[config.mk]
export PLATFORM = sky130hd
export DESIGN_NAME = twin_tmr
export DESIGN_NICKNAME = d
export VERILOG_FILES = /design/src/rtl/tmr_pkg.sv /design/src/rtl/tmr_prescale.sv /design/src/rtl/tmr_pin_sense.sv /design/src/rtl/tmr_count_unit.sv /design/src/rtl/twin_tmr.sv
export SDC_FILE = /design/constraint.sdc
export NUM_CORES = 1
export LEC_CHECK = 0
export BUFFER_PORTS_ARGS = -buffer_cell sky130_fd_sc_hd__buf_2
export CAP_MARGIN = 20
export CORE_MARGIN = 2
export CORE_UTILIZATION = 45
export CTS_BUF_LIST = sky130_fd_sc_hd__clkbuf_8
export CTS_CLUSTER_SIZE = 40
export DETAILED_ROUTE_END_ITERATION = 7
export PLACE_DENSITY = 0.6
export SLEW_MARGIN = 30
export SYNTH_ARGS = -nofsm -noshare
export SYNTH_HDL_FRONTEND = slang
export SYNTH_HIERARCHICAL = 1
export SYNTH_SLANG_ARGS = --single-unit
[constraint.sdc]
create_clock -name clk -period 2.6 [get_ports clk]
set_clock_uncertainty 0.15 [all_clocks]
set_input_delay 0.39 -clock clk [delete_from_list [all_inputs] [get_ports clk]]
set_output_delay 0.39 -clock clk [all_outputs]
set_load 0.01 [all_outputs]
[src/rtl/tmr_pkg.sv]
package tmr_pkg;

  typedef enum logic [1:0] {
    MD_13B   = 2'b00,
    MD_16B   = 2'b01,
    MD_RLD8  = 2'b10,
    MD_SPLIT = 2'b11
  } tmr_mode_e;

  localparam logic [2:0] RA_CTRL = 3'd0;
  localparam logic [2:0] RA_CFG  = 3'd1;
  localparam logic [2:0] RA_T0L  = 3'd2;
  localparam logic [2:0] RA_T0H  = 3'd3;
  localparam logic [2:0] RA_T1L  = 3'd4;
  localparam logic [2:0] RA_T1H  = 3'd5;

  // byte increment with carry out in bit 8
  function automatic logic [8:0] inc8(input logic [7:0] v);
    return {1'b0, v} + 9'd1;
  endfunction

  // 5-bit increment with carry out in bit 5 (13-bit mode low part)
  function automatic logic [5:0] inc5(input logic [4:0] v);
    return {1'b0, v} + 6'd1;
  endfunction

endpackage

[src/rtl/tmr_prescale.sv]
module tmr_prescale #(
  parameter int DIV = 12
) (
  input  logic clk,
  input  logic rst_n,
  output logic tick
);
  localparam int W = (DIV > 1) ? $clog2(DIV) : 1;
  localparam logic [W-1:0] LAST = W'(DIV - 1);

  logic [W-1:0] pc;

  always_ff @(posedge clk or negedge rst_n) begin
    if (!rst_n)          pc <= '0;
    else if (pc == LAST) pc <= '0;
    else                 pc <= pc + 1'b1;
  end

  assign tick = (pc == LAST);

  AST_TICK_GAP: assert property (@(posedge clk) disable iff (!rst_n) tick |=> !tick);

endmodule

[src/rtl/tmr_pin_sense.sv]
module tmr_pin_sense (
  input  logic clk,
  input  logic rst_n,
  input  logic tick,
  input  logic cnt_pin,
  input  logic gate_pin,
  output logic fall,
  output logic gate_lvl
);
  logic [1:0] cnt_s;
  logic [1:0] gate_s;
  logic       smp;

  always_ff @(posedge clk or negedge rst_n) begin
    if (!rst_n) begin
      cnt_s  <= '0;
      gate_s <= '0;
      smp    <= 1'b0;
    end else begin
      cnt_s  <= {cnt_s[0], cnt_pin};
      gate_s <= {gate_s[0], gate_pin};
      if (tick) smp <= cnt_s[1];
    end
  end

  // level seen high at the previous machine cycle, low at this one
  assign fall     = tick & smp & ~cnt_s[1];
  assign gate_lvl = gate_s[1];

  AST_FALL_SPACED: assert property (@(posedge clk) disable iff (!rst_n) fall |=> !fall);

endmodule

[src/rtl/tmr_count_unit.sv]
module tmr_count_unit #(
  parameter bit SPLIT_CAPABLE = 1'b0
) (
  input  logic                clk,
  input  logic                rst_n,
  input  tmr_pkg::tmr_mode_e  mode,
  input  logic                inc_lo,
  input  logic                inc_hi,
  input  logic                wr_lo,
  input  logic                wr_hi,
  input  logic [7:0]          wdata,
  output logic [7:0]          lo_rd,
  output logic [7:0]          hi_rd,
  output logic                ovf_lo,
  output logic                ovf_hi
);
  import tmr_pkg::*;

  logic [7:0] lo_q, hi_q, lo_n, hi_n;
  logic [8:0] lo_p1, hi_p1;
  logic [5:0] lo5_p1;
  logic       wr_any;

  assign lo_p1  = inc8(lo_q);
  assign hi_p1  = inc8(hi_q);
  assign lo5_p1 = inc5(lo_q[4:0]);
  assign wr_any = wr_lo | wr_hi;

  always_comb begin
    lo_n   = lo_q;
    hi_n   = hi_q;
    ovf_lo = 1'b0;
    ovf_hi = 1'b0;
    case (mode)
      MD_13B: if (inc_lo && !wr_any) begin
        lo_n = {3'b000, lo5_p1[4:0]};
        if (lo5_p1[5]) begin
          hi_n   = hi_p1[7:0];
          ovf_lo = hi_p1[8];
        end
      end
      MD_16B: if (inc_lo && !wr_any) begin
        lo_n = lo_p1[7:0];
        if (lo_p1[8]) begin
          hi_n   = hi_p1[7:0];
          ovf_lo = hi_p1[8];
        end
      end
      MD_RLD8: if (inc_lo && !wr_any) begin
        if (lo_p1[8]) begin
          lo_n   = hi_q;
          ovf_lo = 1'b1;
        end else begin
          lo_n = lo_p1[7:0];
        end
      end
      MD_SPLIT: if (SPLIT_CAPABLE) begin
        if (inc_lo && !wr_lo) begin
          lo_n   = lo_p1[7:0];
          ovf_lo = lo_p1[8];
        end
        if (inc_hi && !wr_hi) begin
          hi_n   = hi_p1[7:0];
          ovf_hi = hi_p1[8];
        end
      end
      default: ;
    endcase
    if (wr_lo) lo_n = wdata;
    if (wr_hi) hi_n = wdata;
  end

  always_ff @(posedge clk or negedge rst_n) begin
    if (!rst_n) begin
      lo_q <= '0;
      hi_q <= '0;
    end else begin
      lo_q <= lo_n;
      hi_q <= hi_n;
    end
  end

  assign lo_rd = (mode == MD_13B) ? {3'b000, lo_q[4:0]} : lo_q;
  assign hi_rd = hi_q;

  AST_RELOAD_COPY: assert property (@(posedge clk) disable iff (!rst_n)
    (mode == MD_RLD8 && ovf_lo) |=> lo_q == $past(hi_q));
  AST_WRAP16: assert property (@(posedge clk) disable iff (!rst_n)
    (mode == MD_16B && ovf_lo) |=> (lo_q == 8'h00 && hi_q == 8'h00));
  AST_WRITE_WINS: assert property (@(posedge clk) disable iff (!rst_n)
    wr_lo |=> lo_q == $past(wdata));
  AST_HOLD_IDLE: assert property (@(posedge clk) disable iff (!rst_n)
    (!inc_lo && !inc_hi && !wr_any) |=> ($stable(lo_q) && $stable(hi_q)));

endmodule

[src/rtl/twin_tmr.sv]
module twin_tmr #(
  parameter int CYCLE_DIV = 12
) (
  input  logic       clk,
  input  logic       rst_n,
  input  logic [2:0] reg_addr,
  input  logic       reg_wr,
  input  logic [7:0] reg_wdata,
  output logic [7:0] reg_rdata,
  input  logic       ext_cnt0,
  input  logic       ext_cnt1,
  input  logic       ext_gate0,
  input  logic       ext_gate1
);
  import tmr_pkg::*;

  localparam int NT = 2;

  logic          tick;
  logic [NT-1:0] cnt_pins, gate_pins, fall, glvl;
  logic [3:0]    cfg [NT];
  logic [NT-1:0] tr, tf, tf_set;
  logic [NT-1:0] run, inc_lo, inc_hi, wr_lo, wr_hi, ovf_lo, ovf_hi;
  logic [7:0]    lo_rd [NT];
  logic [7:0]    hi_rd [NT];
  logic          wr_ctrl, wr_cfg, split0;

  tmr_prescale #(.DIV(CYCLE_DIV)) u_pre (.clk(clk), .rst_n(rst_n), .tick(tick));

  assign cnt_pins  = {ext_cnt1, ext_cnt0};
  assign gate_pins = {ext_gate1, ext_gate0};
  assign wr_ctrl   = reg_wr && (reg_addr == RA_CTRL);
  assign wr_cfg    = reg_wr && (reg_addr == RA_CFG);
  assign split0    = (cfg[0][1:0] == MD_SPLIT);

  genvar i;
  generate
    for (i = 0; i < NT; i++) begin : g_tmr
      tmr_pin_sense u_pin (
        .clk(clk), .rst_n(rst_n), .tick(tick),
        .cnt_pin(cnt_pins[i]), .gate_pin(gate_pins[i]),
        .fall(fall[i]), .gate_lvl(glvl[i])
      );

      assign wr_lo[i]  = reg_wr && (reg_addr == 3'(RA_T0L + 2 * i));
      assign wr_hi[i]  = reg_wr && (reg_addr == 3'(RA_T0H + 2 * i));
      assign run[i]    = tr[i] & (~cfg[i][3] | glvl[i]);
      assign inc_lo[i] = run[i] & (cfg[i][2] ? fall[i] : tick);

      tmr_count_unit #(.SPLIT_CAPABLE(i == 0)) u_cnt (
        .clk(clk), .rst_n(rst_n),
        .mode(tmr_mode_e'(cfg[i][1:0])),
        .inc_lo(inc_lo[i]), .inc_hi(inc_hi[i]),
        .wr_lo(wr_lo[i]), .wr_hi(wr_hi[i]), .wdata(reg_wdata),
        .lo_rd(lo_rd[i]), .hi_rd(hi_rd[i]),
        .ovf_lo(ovf_lo[i]), .ovf_hi(ovf_hi[i])
      );
    end
  endgenerate

  // upper half of split timer A borrows timer B's run bit
  assign inc_hi[0] = tr[1] & tick;
  assign inc_hi[1] = 1'b0;

  assign tf_set[0] = ovf_lo[0];
  assign tf_set[1] = split0 ? ovf_hi[0] : (ovf_lo[1] | ovf_hi[1]);

  always_ff @(posedge clk or negedge rst_n) begin
    if (!rst_n) begin
      cfg[0] <= '0;
      cfg[1] <= '0;
      tr     <= '0;
      tf     <= '0;
    end else begin
      if (wr_cfg) begin
        cfg[1] <= reg_wdata[7:4];
        cfg[0] <= reg_wdata[3:0];
      end
      if (wr_ctrl) tr <= {reg_wdata[6], reg_wdata[4]};
      tf[0] <= tf_set[0] | (wr_ctrl ? reg_wdata[5] : tf[0]);
      tf[1] <= tf_set[1] | (wr_ctrl ? reg_wdata[7] : tf[1]);
    end
  end

  always_comb begin
    case (reg_addr)
      RA_CTRL: reg_rdata = {tf[1], tr[1], tf[0], tr[0], 4'b0000};
      RA_CFG:  reg_rdata = {cfg[1], cfg[0]};
      RA_T0L:  reg_rdata = lo_rd[0];
      RA_T0H:  reg_rdata = hi_rd[0];
      RA_T1L:  reg_rdata = lo_rd[1];
      RA_T1H:  reg_rdata = hi_rd[1];
      default: reg_rdata = 8'h00;
    endcase
  end

  AST_TF0_SET: assert property (@(posedge clk) disable iff (!rst_n) tf_set[0] |=> tf[0]);
  AST_T1_FROZEN: assert property (@(posedge clk) disable iff (!rst_n)
    (cfg[1][1:0] == MD_SPLIT && !wr_lo[1] && !wr_hi[1] && !wr_cfg)
      |=> ($stable(lo_rd[1]) && $stable(hi_rd[1])));
  AST_SPLIT_TF1: assert property (@(posedge clk) disable iff (!rst_n)
    (split0 && ovf_hi[0]) |=> tf[1]);

endmodule

==> results.sh, run 1 <==
export IMPL_status="finished, violations left"
export IMPL_violations="setup timing"
export IMPL_detail_route_wl_per_cell_um=19.5
export IMPL_crit_buf_inv=2
export IMPL_path_common_cell="buf_4"
export IMPL_dpl_cell_area_um2=4440
export IMPL_antenna_cells=0
export IMPL_syn2layout_area_growth_pct=19.0
export IMPL_worstMarginPinSlew_ps=537
export IMPL_relSlewSlack=0.642
export IMPL_avgViaCountPerCell=6.02
export IMPL_holdCritPathClass="reg -> reg"
export IMPL_setup_viol_count_final=2
export IMPL_syn_nets=457
export IMPL_clock_latency_ps=340
export IMPL_fin_crit_ps=2620
export IMPL_cpPeakStageDelay_ps=510
export IMPL_crit_slowest_cell="or4b_4"
export IMPL_cts_max_level=3
export IMPL_final_core_util=0.553
export IMPL_fp_dieW_um=99.1
export IMPL_io_pins=26
export IMPL_finalHoldViolCount=0
export IMPL_power_density_nw_per_um2=778
export IMPL_final_max_slew_violation_count=0
export IMPL_avgSynthCellArea_um2=9.47
export IMPL_grt_max_degree=23
export IMPL_dp_cells=573
export IMPL_syn_inst=430
export IMPL_crit_path_start_kind="flip-flop"
export IMPL_drcViolationCount=0
export IMPL_track_usage=0.241
export IMPL_grt_pass1_vias=3439
export IMPL_gp_congestion=0.901
export IMPL_clk_pin_slew_ps=70
export IMPL_maxCapViolCount=0
export IMPL_nNetsFinal=516
export IMPL_cts_root_buf="clkbuf_8"
export IMPL_ir_worst_vdd_v=0.000321
export IMPL_cp_data_arrival_time_ps=2700
export IMPL_grt_overflow=0
export IMPL_path_max_fanout=5
export IMPL_critPathKind="reg -> reg"
export IMPL_cts_buffers=9
export IMPL_crit_family="simple AND/OR/NAND/NOR gates"
export IMPL_final_area_um2=4840
export IMPL_layout_common_cells="dfrtp_1 (58), buf_4 (44), nand2_1 (37), o21ai_0 (31), mux2i_1 (28)"
export IMPL_design_core_area_um2=8760
export IMPL_grt_pass1_wl_um=18200
export IMPL_die_y_um=99.1
export IMPL_yosysWarningCount=6
export IMPL_finalNonFillerCells=602
export IMPL_drtPass1Iterations=5
export IMPL_required_ps=2670
export IMPL_drive_gt1_frac=0.289
export IMPL_hpwlAfterDp_um=8400
export IMPL_placementRows=34
export IMPL_fin_ws_ps=-21.9
export IMPL_die_area_um2=9820
export IMPL_io_buffer_count=25
export IMPL_routed_wl_um=11700
export IMPL_rsz0062_at_grt="yes"
export IMPL_drt_iter0_drc=239
export IMPL_cts_buffer_depth=2
export IMPL_endpoint_kind="flip-flop"
export IMPL_p_leak_nw=2.08
export IMPL_final_common_cell="dfrtp_1"
export IMPL_fmax_ghz=0.381
export IMPL_clkSinkCount=58
export IMPL_synth_cell_area_um2=4070
export IMPL_cts_tree="built"
export IMPL_antenna_left=0
export IMPL_fin_setup_tns_ps=-34.2
export IMPL_finalCritPeriodShare=1.01
export IMPL_antenna_found_initial=0
export IMPL_num_vias=3624
export IMPL_start_util=0.465
export IMPL_crit_path_cell_trace="ha_4, nand2b_4, nor2_4, buf_4, buf_4, mux2i_1, nor2_1, or4b_4, nand2_4, nand3_4, mux2_4, mux2_2"
## cell type report
type	instances	area, µm²
clock buffer	11	151
timing repair buffer	77	533
clock inverter	5	77.6
multi-input combinational	328	2440
tap	108	135
inverter	15	56.3
fill	822	3920
sequential	58	1450
## state kept, by name, summed over array words and instances, names as in the netlist
register	flops
cfg	8
g_tmr.u_cnt/hi_rd	16
g_tmr.u_cnt/lo_q	16
g_tmr.u_pin/cnt_s	4
g_tmr.u_pin/gate_s	4
g_tmr.u_pin/smp	2
tf	2
tr	2
u_pre/pc	4
## timing repair
action | in CTS | in global routing
resized for setup | 1 | 16
pin swaps | 3 | 9
setup buffers | 3 | 4
setup endpoints to repair | 5 | 18
endpoints found under the hold margin | 23 | 0
cloned | 0 | 1
hold buffers | 5 | 0
## power breakdown
group / leakage, nW / switching [W] / internal (W) / total (W)
Sequential: 0.707 / 0.000324 / 0.00112 / 0.00144
Clock: 0.121 / 0.000377 / 0.000589 / 0.000966
Combinational: 1.25 / 0.000745 / 0.000619 / 0.00136
Total: 2.08 / 0.00145 / 0.00232 / 0.00377
## per-stage QoR
stage	power [W]	hold WS, ps	setup WS (ps)
after floorplan	0.00235	-55.6	-80.4
after global placement	0.00273	182	21.8
after detailed placement	0.00276	186	-44.4
after CTS	0.00375	203	-27.3
after global routing	0.00401	220	-129
final	0.00377	200	-21.9
## layer usage
metal,GRT usage,wire length [µm]
met4,0.116,390
met5,0,0
met3,0.0450,810
met2,0.356,5170
met1,0.342,5340
## final timing paths
path                                                         from                             endpoint  slack, ps  depth (start not counted)
max in group asynchronous                                   rst_n                   cfg[1]$_DFFE_PN0P_       1190                          3
worst min-delay path            g_tmr[0].u_pin/cnt_s[0]$_DFF_PN0_    g_tmr[0].u_pin/cnt_s[1]$_DFF_PN0_        200                          0
worst min register to register  g_tmr[0].u_pin/cnt_s[0]$_DFF_PN0_    g_tmr[0].u_pin/cnt_s[1]$_DFF_PN0_        200                          0
worst max-delay path                        u_pre/pc[1]$_DFF_PN0_  g_tmr[0].u_cnt/hi_rd[1]$_DFFE_PN0P_        -20                         12
min in group asynchronous                                   rst_n   g_tmr[1].u_cnt/lo_q[0]$_DFFE_PN0P_        420                          2
worst max register to register              u_pre/pc[1]$_DFF_PN0_  g_tmr[0].u_cnt/hi_rd[1]$_DFFE_PN0P_        -20                         12
(Power assumes the default switching activity.)
==> run 2: changes to the inputs <==
- PLACE_DENSITY: 0.6 -> 0.69
==> run 2 against run 1 <==
Net effect:
- the run still ends with setup timing left
- via count grew 1.1%
- highest routed layer unchanged
- sequential power about the same
- critical path depth fell by 1
- register-to-register slack about the same
- worst setup slack better by 1.5 ps
- core utilization down 0.96 points
- non-clock buffer count is 3 lower
- combinational power hardly changed
- sequential share of layout area up 0.53 points
==> results.sh, run 2 (synthesis gave the netlist of run 1 again) <==
export IMPL_start_util=0.465
export IMPL_critPathKind="reg -> reg"
export IMPL_rsz0062_at_grt="yes"
export IMPL_holdCritPathClass="in -> reg"
export IMPL_routed_wl_um=11300
export IMPL_clkPwrFrac=0.206
export IMPL_clk_pin_slew_ps=70
export IMPL_dp_slack_ps=-84.2
export IMPL_cp_data_arrival_time_ps=2710
export IMPL_die_area_um2=9820
export IMPL_cts_max_level=3
export IMPL_final_area_um2=4760
export IMPL_clock_latency_ps=350
export IMPL_clkSinkCount=58
export IMPL_sequentialPowerShare=0.407
export IMPL_grt_pass1_vias=3414
export IMPL_violations="setup timing"
export IMPL_drcViolationCount=0
export IMPL_cts_buffers=9
export IMPL_maxCapViolCount=0
export IMPL_finalNonFillerCells=599
export IMPL_finalHoldViolCount=0
export IMPL_cts_tree="built"
export IMPL_p_leak_nw=2.02
export IMPL_crit_path_start_kind="flip-flop"
export IMPL_fp_dieW_um=99.1
export IMPL_fill_cells=804
export IMPL_cts_buffer_depth=2
export IMPL_layout_common_cells="dfrtp_1 (58), buf_4 (41), nand2_1 (37), o21ai_0 (32), mux2i_1 (28)"
export IMPL_worstMarginPinSlew_ps=648
export IMPL_swShare=0.407
export IMPL_final_max_slew_violation_count=0
export IMPL_multi_input_area_um2=2430
export IMPL_path_max_fanout=4
export IMPL_antenna_found_initial=0
export IMPL_relSlewSlack=0.568
export IMPL_grt_pass1_wl_um=18000
export IMPL_nNetsFinal=513
export IMPL_crit_slowest_cell="or4b_4"
export IMPL_die_y_um=99.1
export IMPL_crit_path_cell_trace="ha_4, nand2b_4, nor2_4, and3b_2, mux2i_1, nor2_1, or4b_4, nand2_4, nand3_4, mux2_4, mux2_2"
export IMPL_grt_max_degree=30
export IMPL_required_ps=2690
export IMPL_ir_worst_vdd_v=0.000331
export IMPL_crit_buf_inv=0
export IMPL_design_core_area_um2=8760
export IMPL_gp_congestion=0.922
export IMPL_detail_route_wl_per_cell_um=18.9
export IMPL_drtPass1Iterations=5
export IMPL_drive_gt1_frac=0.285
export IMPL_fin_ws_ps=-20.4
export IMPL_fmax_ghz=0.382
export IMPL_dp_cells=568
export IMPL_hpwlAfterDp_um=8310
export IMPL_switching_power_w=0.00144
export IMPL_io_pins=26
export IMPL_setup_viol_count_final=1
export IMPL_num_vias=3665
export IMPL_antenna_left=0
export IMPL_cts_root_buf="clkbuf_8"
export IMPL_crit_family="simple AND/OR/NAND/NOR gates"
export IMPL_track_usage=0.237
export IMPL_status="finished, violations left"
export IMPL_p_comb_frac=0.388
export IMPL_regArea_um2=1450
export IMPL_internal_power_w=0.00210
export IMPL_avgViaCountPerCell=6.12
export IMPL_io_buffer_count=25
export IMPL_power_density_nw_per_um2=744
export IMPL_placementRows=34
export IMPL_finalCritPeriodShare=1.01
export IMPL_dpl_cell_area_um2=4410
export IMPL_syn2layout_area_growth_pct=16.9
export IMPL_final_common_cell="dfrtp_1"
export IMPL_endpoint_kind="flip-flop"
export IMPL_fin_crit_ps=2620
export IMPL_drt_iter0_drc=381
export IMPL_antenna_cells=0
export IMPL_grt_overflow=0
export IMPL_cpPeakStageDelay_ps=510
## run 2: cell type report
cell class	instances	share of cell area
multi-input combinational	328	0.512
sequential	58	0.305
timing repair buffer	74	0.107
clock buffer	10	0.0289
tap	108	0.0284
inverter	15	0.0118
clock inverter	6	0.00710
## run 2: metrics by stage
| stage | TNS [ps] | total power, W | util | hold WS, ps |
|---|---|---|---|---|
| global placement | -24.6 | 0.00271 | 0.503 | 184 |
| CTS | -12.8 | 0.00351 | 0.532 | 190 |
| floorplan | -80.4 | 0.00235 | - | -55.6 |
| detailed placement | -161 | 0.00275 | 0.503 | 185 |
| finish | -20.4 | 0.00354 | 0.543 | 193 |
| global route | -987 | 0.00377 | 0.543 | 198 |
## run 2: routing by layer
metal / track usage / vias to the layer above / share of wire
li1: - / 1678 / -
met1: 0.328 / 1795 / 0.43
met4: 0.112 / 0 / 0.037
met5: 0 / - / 0
met2: 0.357 / 159 / 0.47
met3: 0.0478 / 33 / 0.064
## run 2: worst paths after layout
path,startpoint,endpoint,slack [ps],cells past startpoint
worst max-delay path,u_pre/pc[0]$_DFF_PN0_,g_tmr[0].u_cnt/hi_rd[1]$_DFFE_PN0P_,-20,11
min in group asynchronous,rst_n,g_tmr[1].u_cnt/lo_q[4]$_DFFE_PN0P_,450,2
max in group asynchronous,rst_n,g_tmr[1].u_cnt/hi_rd[5]$_DFFE_PN0P_,1160,3
worst min register to register,g_tmr[1].u_pin/gate_s[0]$_DFF_PN0_,g_tmr[1].u_pin/gate_s[1]$_DFF_PN0_,200,0
worst min-delay path,reg_wdata[2],g_tmr[0].u_cnt/hi_rd[2]$_DFFE_PN0P_,190,3
worst max register to register,u_pre/pc[0]$_DFF_PN0_,g_tmr[0].u_cnt/hi_rd[1]$_DFFE_PN0P_,-20,11
## run 2: tightest hold or removal path, stage by stage
cell,delay [ps]
buf_2,150
nand2_1,60
o21ai_1,60
## run 2: power groups by stage
stage	clock network (W)	registers (W)	logic, W
5_1_grt	0.000803	0.00147	0.00150
3_5_place_dp	0	0.00144	0.00132
3_3_place_gp	0	0.00143	0.00128
2_1_floorplan	0	0.00137	0.000981
4_1_cts	0.000759	0.00142	0.00133
6_report	0.000729	0.00144	0.00137
## run 2: repair_timing
item	in CTS	in global routing
endpoints found under the hold margin	31	0
hold buffers	5	0
setup buffers	3	7
gates cloned	0	1
pin swaps	5	10
gates resized for setup	1	16
endpoints found under the setup margin	3	24
